**config.mk**
```make
export PLATFORM = sky130hd
export DESIGN_NAME = p1284_negotiator
export DESIGN_NICKNAME = d
export VERILOG_FILES = /design/src/rtl/p1284_pkg.sv /design/src/rtl/p1284_insync.sv /design/src/rtl/p1284_tickgen.sv /design/src/rtl/p1284_waittimer.sv /design/src/rtl/p1284_negotiator.sv
export SDC_FILE = /design/constraint.sdc
export NUM_CORES = 1
export LEC_CHECK = 0
export BUFFER_PORTS_ARGS = -buffer_cell sky130_fd_sc_hd__buf_2
export CORE_MARGIN = 1.5
export CORE_UTILIZATION = 54
export DETAILED_ROUTE_END_ITERATION = 6
export GPL_TIMING_DRIVEN = 0
export MAX_ROUTING_LAYER = met4
export PLACE_DENSITY = 0.79
export SETUP_SLACK_MARGIN = 0.5
export SLEW_MARGIN = 20
export SYNTH_ARGS = -nofsm -noshare
export SYNTH_HDL_FRONTEND = slang
export SYNTH_SLANG_ARGS = --single-unit
```
**constraint.sdc**
```tcl
create_clock -name clk -period 2.15 [get_ports clk]
set_input_delay 0 -clock clk [delete_from_list [all_inputs] [get_ports clk]]
set_output_delay 0 -clock clk [all_outputs]
set_load 0.02 [all_outputs]
```
**src/rtl/p1284_pkg.sv**
```systemverilog
package p1284_pkg;

  typedef enum logic [1:0] {
    RES_OK      = 2'd0,
    RES_REFUSED = 2'd1,
    RES_TIMEOUT = 2'd2,
    RES_IOERR   = 2'd3
  } res_e;

  typedef enum logic [2:0] {
    ST_IDLE,
    ST_SETUP,
    ST_WAIT_ANS,
    ST_LATCH,
    ST_WAIT_RESP,
    ST_TERM_WAIT,
    ST_TERM_HS
  } st_e;

  typedef struct packed {
    logic strobe_n;
    logic feed_n;
    logic init_n;
    logic sel_n;
  } hpins_t;

  localparam hpins_t PINS_IDLE = '{strobe_n: 1'b1, feed_n: 1'b1, init_n: 1'b1, sel_n: 1'b0};
  localparam hpins_t PINS_REQ  = '{strobe_n: 1'b1, feed_n: 1'b0, init_n: 1'b1, sel_n: 1'b1};

endpackage

```
**src/rtl/p1284_insync.sv**
```systemverilog
module p1284_insync #(
  parameter int STAGES = 2,
  parameter int WIDTH  = 5,
  parameter logic [WIDTH-1:0] RST_VAL = '0
) (
  input  logic             clk,
  input  logic             rst_n,
  input  logic [WIDTH-1:0] d,
  output logic [WIDTH-1:0] q
);
  generate
    if (STAGES == 0) begin : g_bypass
      assign q = d;
    end else begin : g_chain
      logic [WIDTH-1:0] pipe [STAGES];
      always_ff @(posedge clk or negedge rst_n) begin
        if (!rst_n) pipe[0] <= RST_VAL;
        else        pipe[0] <= d;
      end
      for (genvar i = 1; i < STAGES; i++) begin : g_stage
        always_ff @(posedge clk or negedge rst_n) begin
          if (!rst_n) pipe[i] <= RST_VAL;
          else        pipe[i] <= pipe[i-1];
        end
      end
      assign q = pipe[STAGES-1];
    end
  endgenerate
endmodule

```
**src/rtl/p1284_tickgen.sv**
```systemverilog
module p1284_tickgen #(
  parameter int PRESCALE = 4
) (
  input  logic clk,
  input  logic rst_n,
  input  logic restart,
  output logic tick
);
  localparam int W = (PRESCALE > 1) ? $clog2(PRESCALE) : 1;
  localparam logic [W-1:0] LAST = W'(PRESCALE - 1);

  logic [W-1:0] cnt;

  assign tick = (cnt == LAST);

  always_ff @(posedge clk or negedge rst_n) begin
    if (!rst_n)       cnt <= '0;
    else if (restart) cnt <= '0;
    else if (tick)    cnt <= '0;
    else              cnt <= cnt + 1'b1;
  end
endmodule

```
**src/rtl/p1284_waittimer.sv**
```systemverilog
module p1284_waittimer #(
  parameter int CW = 3
) (
  input  logic          clk,
  input  logic          rst_n,
  input  logic          load,
  input  logic [CW-1:0] load_val,
  input  logic          tick,
  output logic          expired
);
  logic [CW-1:0] cnt;

  assign expired = (cnt == '0);

  always_ff @(posedge clk or negedge rst_n) begin
    if (!rst_n)                cnt <= '0;
    else if (load)             cnt <= load_val;
    else if (tick && cnt != 0) cnt <= cnt - 1'b1;
  end

  // A drained timer must stay drained until the next load (timeouts of R4).
  assert_no_wrap_R4: assert property (@(posedge clk) disable iff (!rst_n)
    (!load && cnt == '0) |=> (cnt == '0));
endmodule

```
**src/rtl/p1284_negotiator.sv**
```systemverilog
module p1284_negotiator
  import p1284_pkg::*;
#(
  parameter int          PRESCALE    = 4,
  parameter int          T_SETUP     = 1,
  parameter int          T_RESP      = 6,
  parameter int          SYNC_STAGES = 2,
  parameter logic [7:0]  NIBBLE_CODE = 8'h00
) (
  input  logic       clk,
  input  logic       rst_n,
  input  logic       neg_req,
  input  logic [7:0] neg_mode,
  input  logic       term_req,
  output logic       active,
  output logic       done,
  output logic [1:0] result,
  output logic       ext_mode,
  output logic [7:0] pdata,
  output logic       host_strobe_n,
  output logic       host_feed_n,
  output logic       host_init_n,
  output logic       host_sel_n,
  input  logic       dev_ack_n,
  input  logic       dev_busy,
  input  logic       dev_paper_err,
  input  logic       dev_online,
  input  logic       dev_fault_n
);
  localparam int T_LONG = T_SETUP + T_RESP;
  localparam int CW     = $clog2(T_LONG + 1);

  // synchronised peripheral status
  logic [4:0] dev_s;
  logic ack_n_s, busy_s, perr_s, onl_s, fault_n_s;

  p1284_insync #(.STAGES(SYNC_STAGES), .WIDTH(5), .RST_VAL(5'b10001)) u_sync (
    .clk  (clk),
    .rst_n(rst_n),
    .d    ({dev_ack_n, dev_busy, dev_paper_err, dev_online, dev_fault_n}),
    .q    (dev_s)
  );
  assign {ack_n_s, busy_s, perr_s, onl_s, fault_n_s} = dev_s;

  // event conditions
  logic ev_answer, ev_resp, ev_term_ack, ev_term_fin;
  assign ev_answer   = perr_s & onl_s & fault_n_s & ~ack_n_s;
  assign ev_resp     = ack_n_s;
  assign ev_term_ack = busy_s & fault_n_s;
  assign ev_term_fin = ack_n_s;

  // timebase and wait timer
  logic          ld;
  logic [CW-1:0] ld_val;
  logic          tick, expired;

  p1284_tickgen #(.PRESCALE(PRESCALE)) u_tick (
    .clk    (clk),
    .rst_n  (rst_n),
    .restart(ld),
    .tick   (tick)
  );

  p1284_waittimer #(.CW(CW)) u_tmr (
    .clk     (clk),
    .rst_n   (rst_n),
    .load    (ld),
    .load_val(ld_val),
    .tick    (tick),
    .expired (expired)
  );

  // sequencer state
  st_e        st, st_n;
  hpins_t     pins, pins_n;
  logic [7:0] dout, dout_n;
  logic       done_q, done_n;
  res_e       res_q, res_n;
  logic       ext_q, ext_n;

  always_comb begin
    st_n   = st;
    pins_n = pins;
    dout_n = dout;
    done_n = 1'b0;
    res_n  = res_q;
    ext_n  = ext_q;
    ld     = 1'b0;
    ld_val = '0;
    case (st)
      ST_IDLE: begin
        if (term_req) begin
          pins_n = PINS_IDLE;
          ld     = 1'b1;
          ld_val = CW'(T_LONG);
          st_n   = ST_TERM_WAIT;
        end else if (neg_req) begin
          if (pins.sel_n) begin
            done_n = 1'b1;
            res_n  = RES_IOERR;
          end else begin
            dout_n = neg_mode;
            ld     = 1'b1;
            ld_val = CW'(T_SETUP);
            st_n   = ST_SETUP;
          end
        end
      end
      ST_SETUP: begin
        if (expired) begin
          pins_n = PINS_REQ;
          ld     = 1'b1;
          ld_val = CW'(T_LONG);
          st_n   = ST_WAIT_ANS;
        end
      end
      ST_WAIT_ANS: begin
        if (ev_answer) begin
          pins_n.strobe_n = 1'b0;
          ld     = 1'b1;
          ld_val = CW'(T_SETUP);
          st_n   = ST_LATCH;
        end else if (expired) begin
          pins_n = PINS_IDLE;
          done_n = 1'b1;
          res_n  = RES_TIMEOUT;
          ext_n  = 1'b0;
          st_n   = ST_IDLE;
        end
      end
      ST_LATCH: begin
        if (expired) begin
          pins_n.strobe_n = 1'b1;
          pins_n.feed_n   = 1'b1;
          ld     = 1'b1;
          ld_val = CW'(T_LONG);
          st_n   = ST_WAIT_RESP;
        end
      end
      ST_WAIT_RESP: begin
        if (ev_resp) begin
          done_n = 1'b1;
          st_n   = ST_IDLE;
          if (dout == NIBBLE_CODE || onl_s) begin
            res_n = RES_OK;
            ext_n = 1'b1;
          end else begin
            res_n  = RES_REFUSED;
            ext_n  = 1'b0;
            pins_n = PINS_IDLE;
          end
        end else if (expired) begin
          pins_n = PINS_IDLE;
          done_n = 1'b1;
          res_n  = RES_IOERR;
          ext_n  = 1'b0;
          st_n   = ST_IDLE;
        end
      end
      ST_TERM_WAIT: begin
        if (ev_term_ack) begin
          pins_n.feed_n = 1'b0;
          ld     = 1'b1;
          ld_val = CW'(T_RESP);
          st_n   = ST_TERM_HS;
        end else if (expired) begin
          pins_n = PINS_IDLE;
          done_n = 1'b1;
          res_n  = RES_TIMEOUT;
          ext_n  = 1'b0;
          st_n   = ST_IDLE;
        end
      end
      ST_TERM_HS: begin
        if (ev_term_fin || expired) begin
          pins_n = PINS_IDLE;
          done_n = 1'b1;
          res_n  = ev_term_fin ? RES_OK : RES_IOERR;
          ext_n  = 1'b0;
          st_n   = ST_IDLE;
        end
      end
      default: st_n = ST_IDLE;
    endcase
  end

  always_ff @(posedge clk or negedge rst_n) begin
    if (!rst_n) begin
      st     <= ST_IDLE;
      pins   <= PINS_IDLE;
      dout   <= '0;
      done_q <= 1'b0;
      res_q  <= RES_OK;
      ext_q  <= 1'b0;
    end else begin
      st     <= st_n;
      pins   <= pins_n;
      dout   <= dout_n;
      done_q <= done_n;
      res_q  <= res_n;
      ext_q  <= ext_n;
    end
  end

  assign active        = (st != ST_IDLE);
  assign done          = done_q;
  assign result        = res_q;
  assign ext_mode      = ext_q;
  assign pdata         = dout;
  assign host_strobe_n = pins.strobe_n;
  assign host_feed_n   = pins.feed_n;
  assign host_init_n   = pins.init_n;
  assign host_sel_n    = pins.sel_n;

  assert_done_pulse_R12: assert property (@(posedge clk) disable iff (!rst_n)
    done_q |=> !done_q);

  assert_strobe_needs_sel_R5: assert property (@(posedge clk) disable iff (!rst_n)
    !pins.strobe_n |-> pins.sel_n);

  assert_sel_high_abort_R2: assert property (@(posedge clk) disable iff (!rst_n)
    (st == ST_IDLE && neg_req && !term_req && pins.sel_n)
      |=> (done_q && res_q == RES_IOERR && $stable(dout) && $stable(pins)));

  assert_fail_to_compat_R8: assert property (@(posedge clk) disable iff (!rst_n)
    (done_q && (res_q == RES_REFUSED || res_q == RES_TIMEOUT))
      |-> (!ext_q && !pins.sel_n && pins.feed_n && pins.strobe_n));

  assert_term_clears_ext_R9: assert property (@(posedge clk) disable iff (!rst_n)
    (st == ST_TERM_HS && ev_term_fin) |=> (done_q && !ext_q && pins.feed_n));

  assert_idle_on_done_R14: assert property (@(posedge clk) disable iff (!rst_n)
    done_q |-> (st == ST_IDLE));
endmodule

```
==> results of run 1 <==
-- what timing repair did --
item                       in CTS  in global routing
gates cloned                    0                  0
hold buffers                   14                  0
buffers inserted               13                  2
setup endpoints to repair      17                 17
hold endpoints to repair       40                  0
gates resized for setup        12                  7
pin swaps                       7                  5
-- cell usage after synthesis (all sizes together), types with 2 or more instances --
library cell   n
a31oi          3
a21oi          5
nand2b         4
o21a           2
ha             3
a22oi          2
o221ai         2
mux2           8
o21ai         12
buf            5
and2           2
nand2         15
o22a           2
nor4           3
nor3b          2
o22ai          3
or3            2
o211ai         2
nor2b          6
nor2           4
dfrtp         27
or3b           2
dfstp          7
inv            9
nand3          2
-- routing by layer --
metal,up-vias,GRT usage [%]
met2,67,41.43
met5,-,-
met1,697,30.16
met4,0,14.29
li1,693,-
met3,24,8.132
-- report_power, final --
| group | internal (mW) | switching [mW] | total (mW) |
|---|---|---|---|
| Sequential | 0.861 | 0.174 | 1.03 |
| Combinational | 0.729 | 0.902 | 1.63 |
| Clock | 0.158 | 0.204 | 0.362 |
| Total | 1.75 | 1.28 | 3.03 |
-- final cells by class --
cell class | count | area [um^2] | area share, %
Timing Repair Buffer | 62 | 417.9 | 18.43
Multi-Input combinational cell | 103 | 825.8 | 36.42
Clock inverter | 1 | 5.005 | 0.2208
Buffer | 5 | 27.53 | 1.214
Clock buffer | 7 | 55.05 | 2.428
Sequential cell | 34 | 860.8 | 37.97
Inverter | 9 | 33.78 | 1.490
Tap cell | 33 | 41.29 | 1.821
-- worst paths after layout --
| check | start | slack (ns) | cells past startpoint | end |
|---|---|---|---|---|
| worst min-delay path | neg_req | 0.02 | 3 | result[0] |
| worst min register to register | u_sync.g_chain.pipe[5] | 0.34 | 0 | u_sync.q[0] |
| max in group asynchronous | rst_n | 1.42 | 2 | st[1] |
| worst max-delay path | u_tmr.cnt[0] | 0.40 | 7 | result[0] |
| min in group asynchronous | rst_n | 0.24 | 2 | u_tmr.cnt[0] |
| worst max register to register | u_tmr.cnt[0] | 0.40 | 7 | result[0] |
-- logic make-up (layout without fill, tap and decap cells) --
group | after synthesis | after routing | share of synthesized area, %
AND/OR/NAND/NOR | 48 | 48 | 18.12
AO/OA/AOI/OAI | 42 | 42 | 18.42
flip-flops | 34 | 34 | 51.23
buffers and inverters | 14 | 84 | 3.504
multiplexers | 9 | 9 | 5.965
adder cells (fa/ha/maj) | 3 | 3 | 2.237
XOR/XNOR | 1 | 1 | 0.5221
-- worst max-delay path, cell delays in order (launching register included) --
cell and delay, ns:
sky130_fd_sc_hd__dfrtp_1 0.42, sky130_fd_sc_hd__inv_2 0.08, sky130_fd_sc_hd__ha_4 0.15, sky130_fd_sc_hd__nand2b_4 0.05, sky130_fd_sc_hd__or3b_4 0.38, sky130_fd_sc_hd__a32oi_2 0.27, sky130_fd_sc_hd__a31o_4 0.15, sky130_fd_sc_hd__mux2i_1 0.17
-- registers in the layout, indices dropped and copies added, names as in the netlist, 2 cells and up --
| name | flops |
|---|---|
| u_sync.g_chain.pipe | 5 |
| pdata | 8 |
| u_tmr.cnt | 3 |
| result | 2 |
| u_sync.q | 5 |
| u_tick.cnt | 2 |
| st | 3 |
-- through the flow --
| stage | std cells | setup WS (ns) | util [%] | total power, mW | instance area (um^2) |
|---|---|---|---|---|---|
| after global routing | 254 | 0.3643 | 75.50 | 3.220 | 2267 |
| after floorplan | 151 | 0.5013 | - | 2.001 | 1678 |
| after CTS | 252 | 0.4215 | 74.08 | 2.930 | 2225 |
| final | 254 | 0.4031 | 75.50 | 3.028 | 2267 |
| after detailed placement | 217 | 0.3321 | 62.75 | 2.375 | 1884 |
| after global placement | 217 | 0.3594 | 62.75 | 2.333 | 1884 |
==> results_tabular.tex, run 1 <==
\begin{tabular}{lr}
\hline
Metric & Value \\
\hline
\multicolumn{2}{l}{\textbf{Floorplan}} \\
\quad Die boundary height & between 50 and 60 um \\
\quad Starting density of the core & between 50\% and 60\% \\
\quad I/O pin count & 34 \\
\quad Std cell rows & 20 \\
\quad Overall die width & around 59 um \\
\quad Area enclosed by the die boundary & $\sim$3500 um\^{}2 \\
\quad Placeable core area & about 3000 um\^{}2 \\
\multicolumn{2}{l}{\textbf{Detailed routing}} \\
\quad Highest metal layer used by the detailed router & met4 \\
\quad Metal2 WL & 2010 um \\
\quad M1 wire length & 1532 um \\
\quad Via-per-instance ratio & between 5 and 6 \\
\quad Post-DRT Antenna Nets & 0 \\
\quad Final Routed Wirelength & 3990 um \\
\quad Detailed-routed wire length on met3 & between 200 and 300 um \\
\quad Average wire per standard cell & 15.71 um \\
\quad Detailed Route Iter0 Violations & 52 \\
\quad First-pass iteration count of the detailed router & 4 \\
\quad Via count & about 1500 \\
\quad DRC violation count after routing & 0 \\
\multicolumn{2}{l}{\textbf{Layout}} \\
\quad Proportion of layout cells with a drive suffix above 1 & between 40\% and 50\% \\
\quad P\&R area growth vs syn & 35.12\% \\
\quad Number of inserted filler cells in the final layout & around 200 \\
\quad Count of antenna diodes in the layout & 0 \\
\quad Most common library cell in the layout ignoring fill and taps & sky130\_fd\_sc\_hd\_\_buf\_2 \\
\quad Final net count & 240 \\
\quad Commonest cells after routing, fill and taps aside & 37 x sky130\_fd\_sc\_hd\_\_buf\_2, 26 x sky130\_fd\_sc\_hd\_\_dfrtp\_1, 16 x sky130\_fd\_sc\_hd\_\_buf\_4, 14 x sky130\_fd\_sc\_hd\_\_nand2\_1, 14 x sky130\_fd\_sc\_hd\_\_dlygate4sd3\_1 \\
\multicolumn{2}{l}{\textbf{Timing}} \\
\quad Final cycle utilization of the critical path & 81.25\% \\
\quad Final max-slew violation count & 0 \\
\quad Hold violation total from the final report & 0 \\
\quad Min Hold Slack & around 0.019 ns \\
\quad Setup clock skew after layout & about 0.019 ns \\
\quad Worst slew slack as a fraction of its limit & about half \\
\quad Number of setup violations in the final report & 0 \\
\quad Setup repair after global routing missed its margin & true \\
\quad Total negative setup slack & 0 ns \\
\quad Clock period minus worst slack & between 1.5 and 2 ns \\
\quad Pin slew with the least headroom to its limit & 0.7236 ns \\
\quad Peak Freq & around 0.57 GHz \\
\multicolumn{2}{l}{\textbf{CTS}} \\
\quad Clock buffer depth & 2 \\
\quad Latest clock arrival within the worst-skew pair & 0.34 ns \\
\quad Cts bufs inserted & 5 \\
\quad Sink count of the clock tree & 34 \\
\quad Root Buffer & sky130\_fd\_sc\_hd\_\_clkbuf\_4 \\
\quad Clock-pin transition on the worst setup and hold timing paths & 0.11 ns \\
\quad H-tree levels & 2 \\
\quad TritonCTS clock tree & yes \\
\multicolumn{2}{l}{\textbf{Global routing}} \\
\quad Number of antenna violations at the first check in global routing & 0 \\
\quad Global-route wire length before repair & roughly 6500 um \\
\quad Via count of the first global-routing pass & approximately 1500 \\
\quad Largest net degree at the start of global routing & 35 \\
\quad Overall global routing resource usage & 26.41\% \\
\quad Total congestion overflow & 0 \\
\multicolumn{2}{l}{\textbf{Worst setup path}} \\
\quad Critical path endpoint category & register \\
\quad Critical path fanouts, max & 3 \\
\quad Worst setup path class & reg -> reg \\
\quad Worst endpoint required time & roughly 2.4 ns \\
\quad Crit path DAT & about 2 ns \\
\quad Type of origin of the critical path & register \\
\multicolumn{2}{l}{\textbf{Placed design}} \\
\quad Last weighted congestion value of the routability-driven placer & 0.9379 \\
\quad IO buf count & 33 \\
\quad Post-DP HPWL & about 2600 um \\
\multicolumn{2}{l}{\textbf{Synthesis}} \\
\quad Post-Syn Area & $\sim$1700 um\^{}2 \\
\quad Yosys synthesis warning count & 0 \\
\quad Number of flops mapped to enable cells by yosys & 0 \\
\quad Top cells by area in the synthesized netlist & sky130\_fd\_sc\_hd\_\_dfrtp\_1 40\%, sky130\_fd\_sc\_hd\_\_dfstp\_2 11\%, sky130\_fd\_sc\_hd\_\_mux2\_1 3.4\% \\
\quad Synthesized flop and latch total & 34 \\
\quad Share of the synthesized area in the top cell type & 40.27\% \\
\quad Dominant cell type by area after synthesis & sky130\_fd\_sc\_hd\_\_dfrtp\_1 \\
\quad Number of unique standard cell types used by synthesis & 51 \\
\quad Mean instance size in the synthesized netlist & roughly 11 um\^{}2 \\
\quad Net count after synthesis & $\sim$170 \\
\quad Synth async-reset ratio & 100.0\% \\
\quad Synthesized instance count & 151 \\
\quad Most common flop cell mapped by yosys & sky130\_fd\_sc\_hd\_\_dfrtp\_1 \\
\quad Share of the yosys chip area belonging to registers & 51.23\% \\
\multicolumn{2}{l}{\textbf{Min path}} \\
\quad Hold Path Class & in -> reg \\
\multicolumn{2}{l}{\textbf{Pwr}} \\
\quad Leakage power figure & around 1.1 nW \\
\quad PD cells & around 1300 nW/um\^{}2 \\
\quad Worst supply voltage drop on vdd & around 0.00075 V \\
\multicolumn{2}{l}{\textbf{Run}} \\
\quad Number of max-capacitance violations reported & 0 \\
\multicolumn{2}{l}{\textbf{Status}} \\
\quad Run status & complete, no violations \\
\hline
\end{tabular}
No activity file was read; power rests on OpenSTA's default activity.
==> inputs of run 2 (changes only) <==
- clock period: 2.15 -> 1.8 ns (I/O delays scaled with it)
==> run 2 against run 1 <==
Compared with the run above:
- total power up 43%
- largest cell class is now multi-input combinational cells
- combinational power grew 56%
- via count up 7.8%
- utilization rose by 8.7 points
- flip-flop and latch count did not move
- critical path depth is the same
- non-clock buffer count grew 7
- cell count is 2.8% higher
- first-iteration DRC count rose by 75%
- clock-buffer cell count stayed put
- highest routed layer unchanged
==> results_tabular.tex, run 2 (same netlist as run 1, synthesis figures left out) <==
\begin{tabular}{lr}
\hline
Metric & Value \\
\hline
\multicolumn{2}{l}{\textbf{Detailed routing}} \\
\quad Via-per-instance ratio & 6.119 (+4.9\%) \\
\quad Final Routed Wirelength & 4999 um (+25\%) \\
\quad Via count & 1597 (+7.8\%) \\
\quad Detailed Route Iter0 Violations & 91 (+75\%) \\
\quad First-pass iteration count of the detailed router & 4 (unchanged) \\
\quad Average wire per standard cell & 19.15 um (+22\%) \\
\quad Post-DRT Antenna Nets & 0 (unchanged) \\
\quad DRC violation count after routing & 0 (unchanged) \\
\multicolumn{2}{l}{\textbf{Min path}} \\
\quad Hold Path Class & in -> reg \\
\quad Min-Delay Path Depth & 3 (unchanged) \\
\quad Worst Hold Endpoint & u\_tmr.cnt[0] \\
\quad Hold path startpoint & term\_req \\
\multicolumn{2}{l}{\textbf{Floorplan}} \\
\quad Std cell rows & 20 (unchanged) \\
\quad I/O pin count & 34 (unchanged) \\
\quad Die boundary height & 58.74 um (unchanged) \\
\quad Overall die width & 58.74 um (unchanged) \\
\quad Area enclosed by the die boundary & 3450 um\^{}2 (unchanged) \\
\quad Starting density of the core & 55.87\% (unchanged) \\
\quad Placeable core area & 3003 um\^{}2 (unchanged) \\
\multicolumn{2}{l}{\textbf{Pwr}} \\
\quad PD cells & 1713 nW/um\^{}2 (+28\%) \\
\quad Leakage power figure & 1.156 nW (+9.8\%) \\
\quad Worst supply voltage drop on vdd & 0.0008485 V (+13\%) \\
\quad PnR Total Power & 4.329 mW (+43\%) \\
\multicolumn{2}{l}{\textbf{Timing}} \\
\quad Pin slew with the least headroom to its limit & 0.7087 ns (-0.01497 ns) \\
\quad Setup clock skew after layout & 0.01593 ns (-0.003221 ns) \\
\quad Peak Freq & 0.5565 GHz (-2.8\%) \\
\quad Worst slew slack as a fraction of its limit & 52.76\% (+1.0 points) \\
\quad Hold violation total from the final report & 0 (unchanged) \\
\quad Final cycle utilization of the critical path & 99.83\% (+19 points) \\
\quad Clock period minus worst slack & 1.797 ns (+0.05000 ns) \\
\quad Number of setup violations in the final report & 0 (unchanged) \\
\quad Setup repair after global routing missed its margin & true \\
\quad Min Hold Slack & 0.1061 ns (+0.08728 ns) \\
\quad Final max-slew violation count & 0 (unchanged) \\
\multicolumn{2}{l}{\textbf{Worst setup path}} \\
\quad Stages on worst setup path & 7 (unchanged) \\
\quad Reg-to-reg slack, setup & 0.003 ns (-0.40 ns) \\
\quad Worst setup path class & reg -> reg \\
\quad Largest delay share family, worst path & simple AND/OR/NAND/NOR gates \\
\quad Critical path endpoint category & register \\
\quad Destination of the worst register-to-register timing path & result[0] \\
\quad Reg2Reg Depth & 7 (unchanged) \\
\quad Slowest cell on the critical path & sky130\_fd\_sc\_hd\_\_dfrtp\_1 \\
\quad Crit path DAT & 2.06 ns (+0.06 ns) \\
\quad Type of origin of the critical path & register \\
\quad Critical path fanouts, max & 4 (+1) \\
\quad Worst endpoint required time & 2.07 ns (-0.34 ns) \\
\quad CP Cell Sequence & inv\_2 > ha\_4 > nand2b\_4 > or3b\_4 > a32oi\_4 > a31o\_4 > mux2i\_1 \\
\quad R2R Path Start & u\_tmr.cnt[0] \\
\quad Buffers plus inverters on the worst setup path & 1 (unchanged) \\
\quad Crit-path max cell delay & 0.41 ns (about the same) \\
\multicolumn{2}{l}{\textbf{Layout}} \\
\quad Count of antenna diodes in the layout & 0 (unchanged) \\
\quad Most common library cell in the layout ignoring fill and taps & sky130\_fd\_sc\_hd\_\_buf\_2 \\
\quad Non-filler cells, final & 261 (+2.8\%) \\
\quad P\&R area growth vs syn & 50.63\% \\
\quad Final net count & 247 (+2.9\%) \\
\quad Flip-flop count of the largest register after layout & 8 (unchanged) \\
\quad Number of inserted filler cells in the final layout & 151 (-23\%) \\
\quad Final design area excluding fillers & 2527 um\^{}2 (+11\%) \\
\quad Proportion of layout cells with a drive suffix above 1 & 51.32\% (+9.7 points) \\
\quad Commonest cells after routing, fill and taps aside & 34 x sky130\_fd\_sc\_hd\_\_buf\_2, 24 x sky130\_fd\_sc\_hd\_\_dfrtp\_1, 16 x sky130\_fd\_sc\_hd\_\_buf\_4, 15 x sky130\_fd\_sc\_hd\_\_dlygate4sd3\_1, 14 x sky130\_fd\_sc\_hd\_\_nand2\_1 \\
\multicolumn{2}{l}{\textbf{Global routing}} \\
\quad Number of antenna violations at the first check in global routing & 0 (unchanged) \\
\quad Global-route wire length before repair & 6955 um (+6.6\%) \\
\quad Total congestion overflow & 0 (unchanged) \\
\quad Via count of the first global-routing pass & 1494 (+1.6\%) \\
\quad Largest net degree at the start of global routing & 35 (unchanged) \\
\quad Overall global routing resource usage & 28.12\% (+1.7 points) \\
\multicolumn{2}{l}{\textbf{CTS}} \\
\quad Clock buffer depth & 2 (unchanged) \\
\quad Root Buffer & sky130\_fd\_sc\_hd\_\_clkbuf\_4 \\
\quad Clock-pin transition on the worst setup and hold timing paths & 0.11 ns (about the same) \\
\quad TritonCTS clock tree & yes \\
\quad H-tree levels & 2 (unchanged) \\
\quad Sink count of the clock tree & 34 (unchanged) \\
\quad Latest clock arrival within the worst-skew pair & 0.34 ns (about the same) \\
\quad Cts bufs inserted & 5 (unchanged) \\
\multicolumn{2}{l}{\textbf{Placed design}} \\
\quad IO buf count & 33 (unchanged) \\
\quad \# placed instances & 217 (unchanged) \\
\quad Last weighted congestion value of the routability-driven placer & 0.9165 (-2.3\%) \\
\quad Post-DP HPWL & 2613 um (+1.3\%) \\
\quad Post-placement cell area & 1933 um\^{}2 (+2.6\%) \\
\multicolumn{2}{l}{\textbf{Run}} \\
\quad Number of max-capacitance violations reported & 0 (unchanged) \\
\multicolumn{2}{l}{\textbf{Status}} \\
\quad Run status & complete, no violations \\
\hline
\end{tabular}
## run 2: cell count changes in the layout (fill, tap and decap cells not counted), moves of 2 or more
cell                      delta
sky130_fd_sc_hd__buf_6       +6
sky130_fd_sc_hd__dfrtp_2     +2
sky130_fd_sc_hd__mux2_1      -4
sky130_fd_sc_hd__a21oi_1     -2
sky130_fd_sc_hd__mux2_4      +7
sky130_fd_sc_hd__o21ai_2     +2
sky130_fd_sc_hd__buf_2       -3
sky130_fd_sc_hd__a21oi_2     +2
sky130_fd_sc_hd__dfrtp_1     -2
sky130_fd_sc_hd__mux2_2      -3
sky130_fd_sc_hd__buf_8       +2
sky130_fd_sc_hd__o21ai_0     -3
## run 2: what timing repair did
| item | CTS | global route |
|---|---|---|
| resized for setup | 22 | 29 |
| endpoints found under the setup margin | 25 | 25 |
| hold endpoints to repair | 41 | 0 |
| pin swaps | 8 | 14 |
| hold buffers | 15 | 0 |
| setup buffers | 14 | 7 |
## run 2: per-layer routing
layer / wire (um) / global-route usage [%] / part of all wire, %
met2: 2371 / 44.13 / 47
met3: 322 / 5.934 / 6.4
met1: 2079 / 33.67 / 42
met5: 0 / - / 0
met4: 226 / 15.58 / 4.5
## run 2: worst max path at each step
stage                 startpoint        end  slack (ns)
finish              u_tmr.cnt[0]  result[0]       0.003
CTS                 u_tmr.cnt[1]  result[0]        0.07
global placement    u_tmr.cnt[0]  result[0]        0.03
global route        u_tmr.cnt[1]  result[0]       -0.07
detailed placement  u_tmr.cnt[0]  result[0]      -0.002
floorplan           u_tmr.cnt[0]  result[0]        0.16
## run 2: worst reg2reg max path, stage by stage (launching register included)
cell and delay, ns:
sky130_fd_sc_hd__dfrtp_1 0.41, sky130_fd_sc_hd__inv_2 0.10, sky130_fd_sc_hd__ha_4 0.17, sky130_fd_sc_hd__nand2b_4 0.07
sky130_fd_sc_hd__or3b_4 0.39, sky130_fd_sc_hd__a32oi_4 0.27, sky130_fd_sc_hd__a31o_4 0.14, sky130_fd_sc_hd__mux2i_1 0.19
## run 2: cell type report
cell class                 instances  area [um^2]  area share, %
clock buffer                       7        45.04          1.782
multi-input combinational        103        953.4          37.72
timing repair buffer              69        510.5          20.20
clock inverter                     1        30.03          1.188
sequential                        34        863.3          34.16
buffer                             5        47.55          1.881
inverter                           9        36.28          1.436
tap                               33        41.29          1.634
## run 2: through the flow
stage            TNS, ns  setup slack (ns)  utilization, %
4_1_cts                0           0.06824           78.83
3_3_place_gp           0           0.02670           64.38
3_5_place_dp   -0.001542         -0.001542           64.38
6_report               0          0.003086           84.17
5_1_grt          -0.1035          -0.06526           84.17
2_1_floorplan          0            0.1646               -
## run 2: report_power, final
| part | leakage, nW | switching (mW) | internal (mW) |
|---|---|---|---|
| registers | 0.395 | 0.220 | 1.03 |
| clock network | 0.0395 | 0.243 | 0.295 |
| logic | 0.721 | 1.34 | 1.20 |
| total | 1.16 | 1.80 | 2.53 |
==> inputs of run 3 (changes only) <==
--- a/config.mk
+++ b/config.mk
@@ -8,9 +8,10 @@
 export BUFFER_PORTS_ARGS = -buffer_cell sky130_fd_sc_hd__buf_2
 export CORE_MARGIN = 1.5
-export CORE_UTILIZATION = 54
+export CORE_UTILIZATION = 56
+export CTS_BUF_LIST = sky130_fd_sc_hd__clkbuf_4 sky130_fd_sc_hd__clkbuf_8
 export DETAILED_ROUTE_END_ITERATION = 6
 export GPL_TIMING_DRIVEN = 0
 export MAX_ROUTING_LAYER = met4
-export PLACE_DENSITY = 0.79
+export PLACE_DENSITY = 0.81
 export SETUP_SLACK_MARGIN = 0.5
 export SLEW_MARGIN = 20
==> constraint.sdc (replaced) <==
create_clock -name clk -period 1.8 [get_ports clk]
set_input_delay 0.18 -clock clk [delete_from_list [all_inputs] [get_ports clk]]
set_output_delay 0.18 -clock clk [all_outputs]
set_load 0.02 [all_outputs]
==> run 3 against run 2 <==
Compared with the run above:
- the flow now finishes with violations (design-rule violations)
- critical path depth unchanged
- combinational power is 13% lower
- hold slack lost 0.036 ns
- maximum frequency is 3.0% higher
- clock skew shrank 0.0042 ns
- cell count down 4.6%
- critical endpoint is now host_feed_n
- largest power group unchanged
==> results_tabular.tex, run 3 (same netlist as run 1, synthesis figures left out) <==
\begin{tabular}{lr}
\hline
Metric & Value \\
\hline
\multicolumn{2}{l}{\textbf{Status}} \\
\quad Run status & finished, violations left \\
\quad Violated checks & design-rule violations \\
\multicolumn{2}{l}{\textbf{Timing}} \\
\quad Setup repair after global routing missed its margin & true \\
\quad Pin slew with the least headroom to its limit & 0.7411 ns (+0.03247 ns) \\
\quad Peak Freq & 0.5733 GHz (+3.0\%) \\
\quad Final cycle utilization of the critical path & 96.91\% (-2.9 points) \\
\quad Final max-slew violation count & 0 (unchanged) \\
\quad Clock period minus worst slack & 1.744 ns (-0.05253 ns) \\
\quad Hold violation total from the final report & 0 (unchanged) \\
\quad Number of setup violations in the final report & 0 (unchanged) \\
\quad Setup clock skew after layout & 0.01169 ns (-0.004240 ns) \\
\quad Worst slew slack as a fraction of its limit & 50.59\% (-2.2 points) \\
\quad Slack of the critical path & 0.05562 ns (+0.05253 ns) \\
\quad Min Hold Slack & 0.06991 ns (-0.03622 ns) \\
\multicolumn{2}{l}{\textbf{Global routing}} \\
\quad Number of antenna violations at the first check in global routing & 0 (unchanged) \\
\quad Via count of the first global-routing pass & 1494 (unchanged) \\
\quad Largest net degree at the start of global routing & 35 (unchanged) \\
\quad Overall global routing resource usage & 27.75\% (-0.37 points) \\
\quad Total congestion overflow & 0 (unchanged) \\
\quad Global-route wire length before repair & 6755 um (-2.9\%) \\
\multicolumn{2}{l}{\textbf{Layout}} \\
\quad Count of antenna diodes in the layout & 0 (unchanged) \\
\quad P\&R area growth vs syn & 37.66\% \\
\quad Area taken by multi-input logic gates & 884.6 um\^{}2 (-7.2\%) \\
\quad Proportion of layout cells with a drive suffix above 1 & 51.38\% (+0.060 points) \\
\quad Flip-flop count of the largest register after layout & 8 (unchanged) \\
\quad Most common library cell in the layout ignoring fill and taps & sky130\_fd\_sc\_hd\_\_buf\_2 \\
\quad Post-layout utilization of the core & 82.34\% (-1.8 points) \\
\quad Register area & 862.1 um\^{}2 (-0.14\%) \\
\quad Final net count & 237 (-4.0\%) \\
\quad Commonest cells after routing, fill and taps aside & 36 x sky130\_fd\_sc\_hd\_\_buf\_2, 25 x sky130\_fd\_sc\_hd\_\_dfrtp\_1, 17 x sky130\_fd\_sc\_hd\_\_buf\_4, 13 x sky130\_fd\_sc\_hd\_\_nand2\_1, 7 x sky130\_fd\_sc\_hd\_\_dfstp\_2 \\
\quad Number of inserted filler cells in the final layout & 161 (+6.6\%) \\
\multicolumn{2}{l}{\textbf{Floorplan}} \\
\quad Die boundary height & 57.74 um (-1.7\%) \\
\quad Std cell rows & 19 (-5.0\%) \\
\quad Area enclosed by the die boundary & 3333 um\^{}2 (-3.4\%) \\
\quad Starting density of the core & 59.81\% (+3.9 points) \\
\quad Placeable core area & 2805 um\^{}2 (-6.6\%) \\
\quad I/O pin count & 34 (unchanged) \\
\quad Overall die width & 57.74 um (-1.7\%) \\
\multicolumn{2}{l}{\textbf{CTS}} \\
\quad Sink count of the clock tree & 34 (unchanged) \\
\quad TritonCTS clock tree & yes \\
\quad Clock-pin transition on the worst setup and hold timing paths & 0.11 ns (about the same) \\
\quad H-tree levels & 2 (unchanged) \\
\quad Cts bufs inserted & 5 (unchanged) \\
\quad Root Buffer & sky130\_fd\_sc\_hd\_\_clkbuf\_4 \\
\quad Clock buffer depth & 2 (unchanged) \\
\quad Latest clock arrival within the worst-skew pair & 0.34 ns (about the same) \\
\multicolumn{2}{l}{\textbf{Detailed routing}} \\
\quad Detailed Route Iter0 Violations & 84 (-7.7\%) \\
\quad Average wire per standard cell & 17.27 um (-9.9\%) \\
\quad Final Routed Wirelength & 4299 um (-14\%) \\
\quad Post-DRT Antenna Nets & 0 (unchanged) \\
\quad Via-per-instance ratio & 6.004 (-1.9\%) \\
\quad DRC violation count after routing & 2 (+2) \\
\quad First-pass iteration count of the detailed router & 6 (+2) \\
\quad Via count & 1495 (-6.4\%) \\
\multicolumn{2}{l}{\textbf{Pwr}} \\
\quad Clock network fraction of design power & 11.7\% (-0.7 points) \\
\quad Seq pwr share & 31.6\% (+2.7 points) \\
\quad NetSw & 1.652 mW (-8.2\%) \\
\quad Internal Dissipation & 2.266 mW (-10\%) \\
\quad PD cells & 1696 nW/um\^{}2 (-0.97\%) \\
\quad Worst supply voltage drop on vdd & 0.001294 V (+52\%) \\
\quad Net switching share of the total power & 42.17\% (+0.57 points) \\
\quad Combinational cell fraction of total power & 56.7\% (-1.9 points) \\
\quad Leakage power figure & 1.074 nW (-7.0\%) \\
\multicolumn{2}{l}{\textbf{Worst setup path}} \\
\quad Worst setup path class & reg -> reg \\
\quad CP Cell Sequence & inv\_2 > ha\_4 > buf\_4 > nor2b\_2 > o21ai\_0 > a221oi\_1 > o21a\_1 \\
\quad Crit-path max cell delay & 0.41 ns (about the same) \\
\quad Critical path endpoint category & register \\
\quad Slowest cell on the critical path & sky130\_fd\_sc\_hd\_\_dfrtp\_1 \\
\quad Buffers plus inverters on the worst setup path & 2 (+1) \\
\quad Type of origin of the critical path & register \\
\quad Reg-to-reg slack, setup & 0.06 ns (+0.05 ns) \\
\quad Largest delay share family, worst path & compound AO/OA/AOI/OAI gates \\
\quad Critical Path Source & u\_tmr.cnt[1] \\
\quad Critical path fanouts, max & 5 (+1) \\
\quad Reg2Reg Depth & 7 (unchanged) \\
\quad Crit path DAT & 2.03 ns (-0.03 ns) \\
\quad Destination of the worst register-to-register timing path & host\_feed\_n \\
\quad Worst endpoint required time & 2.09 ns (+0.02 ns) \\
\quad R2R Path Start & u\_tmr.cnt[1] \\
\multicolumn{2}{l}{\textbf{Placed design}} \\
\quad Pre-CTS WS & 0.04210 ns (+0.04364 ns) \\
\quad Last weighted congestion value of the routability-driven placer & 0.9967 (+8.8\%) \\
\quad Post-DP HPWL & 2558 um (-2.1\%) \\
\quad IO buf count & 33 (unchanged) \\
\multicolumn{2}{l}{\textbf{Min path}} \\
\quad Worst Hold Endpoint & pdata[3] \\
\quad Hold Path Class & in -> reg \\
\quad Hold path startpoint & neg\_mode[3] \\
\quad Min-Delay Path Depth & 2 (-1) \\
\multicolumn{2}{l}{\textbf{Run}} \\
\quad Number of max-capacitance violations reported & 0 (unchanged) \\
\hline
\end{tabular}
==> run 3: metal layers <==
metal  track usage (%)  vias to the layer above  part of all wire (%)
li1                  -                      680                     -
met1             34.37                      737                    41
met2             43.83                       69                    52
met3             6.696                        9                   6.0
met4             11.30                        0                   1.6
met5                 -                        -                     0
==> run 3: power groups by stage <==
| stage | combinational [mW] | sequential, mW | clock, mW |
|---|---|---|---|
| final | 2.22 | 1.24 | 0.459 |
| after global routing | 2.38 | 1.27 | 0.493 |
| after CTS | 2.00 | 1.23 | 0.458 |
| after detailed placement | 1.71 | 1.25 | 0 |
| after global placement | 1.68 | 1.24 | 0 |
| after floorplan | 1.11 | 1.40 | 0 |
==> run 3: final cells by class <==
| cell class | instances | share of cell area (%) |
|---|---|---|
| repair buffers | 59 | 17.01 |
| flip-flops and latches | 34 | 37.32 |
| multi-input cells | 103 | 38.30 |
| clock buffers | 6 | 2.221 |
| plain buffers | 5 | 1.354 |
| clock inverters | 2 | 0.5417 |
| well taps | 31 | 1.679 |
| inverters | 9 | 1.571 |
==> run 3: what timing repair did <==
| item | in CTS | in global routing |
|---|---|---|
| gates resized for setup | 12 | 14 |
| endpoints found under the hold margin | 32 | 0 |
| setup buffers | 15 | 5 |
| hold buffers | 6 | 0 |
| pin swaps | 5 | 11 |
| setup endpoints to repair | 25 | 25 |
==> run 3: how the worst max path moves through the flow <==
stage / endpoint / slack [ns] / cells past startpoint
2_1_floorplan: result[0] / 0.16 / 7
3_3_place_gp: result[0] / 0.07 / 7
3_5_place_dp: result[0] / 0.04 / 7
4_1_cts: result[0] / 0.08 / 7
5_1_grt: result[0] / -0.02 / 7
6_report: host_feed_n / 0.06 / 7
==> run 3: per-stage QoR <==
stage / cell area [um^2] / total power [mW] / setup TNS (ns) / std cells
after floorplan: 1727 / 2.514 / 0 / 151
after global placement: 1931 / 2.912 / 0 / 215
after detailed placement: 1931 / 2.964 / 0 / 215
after CTS: 2207 / 3.688 / 0 / 244
after global routing: 2310 / 4.143 / -0.02210 / 249
final: 2310 / 3.918 / 0 / 249
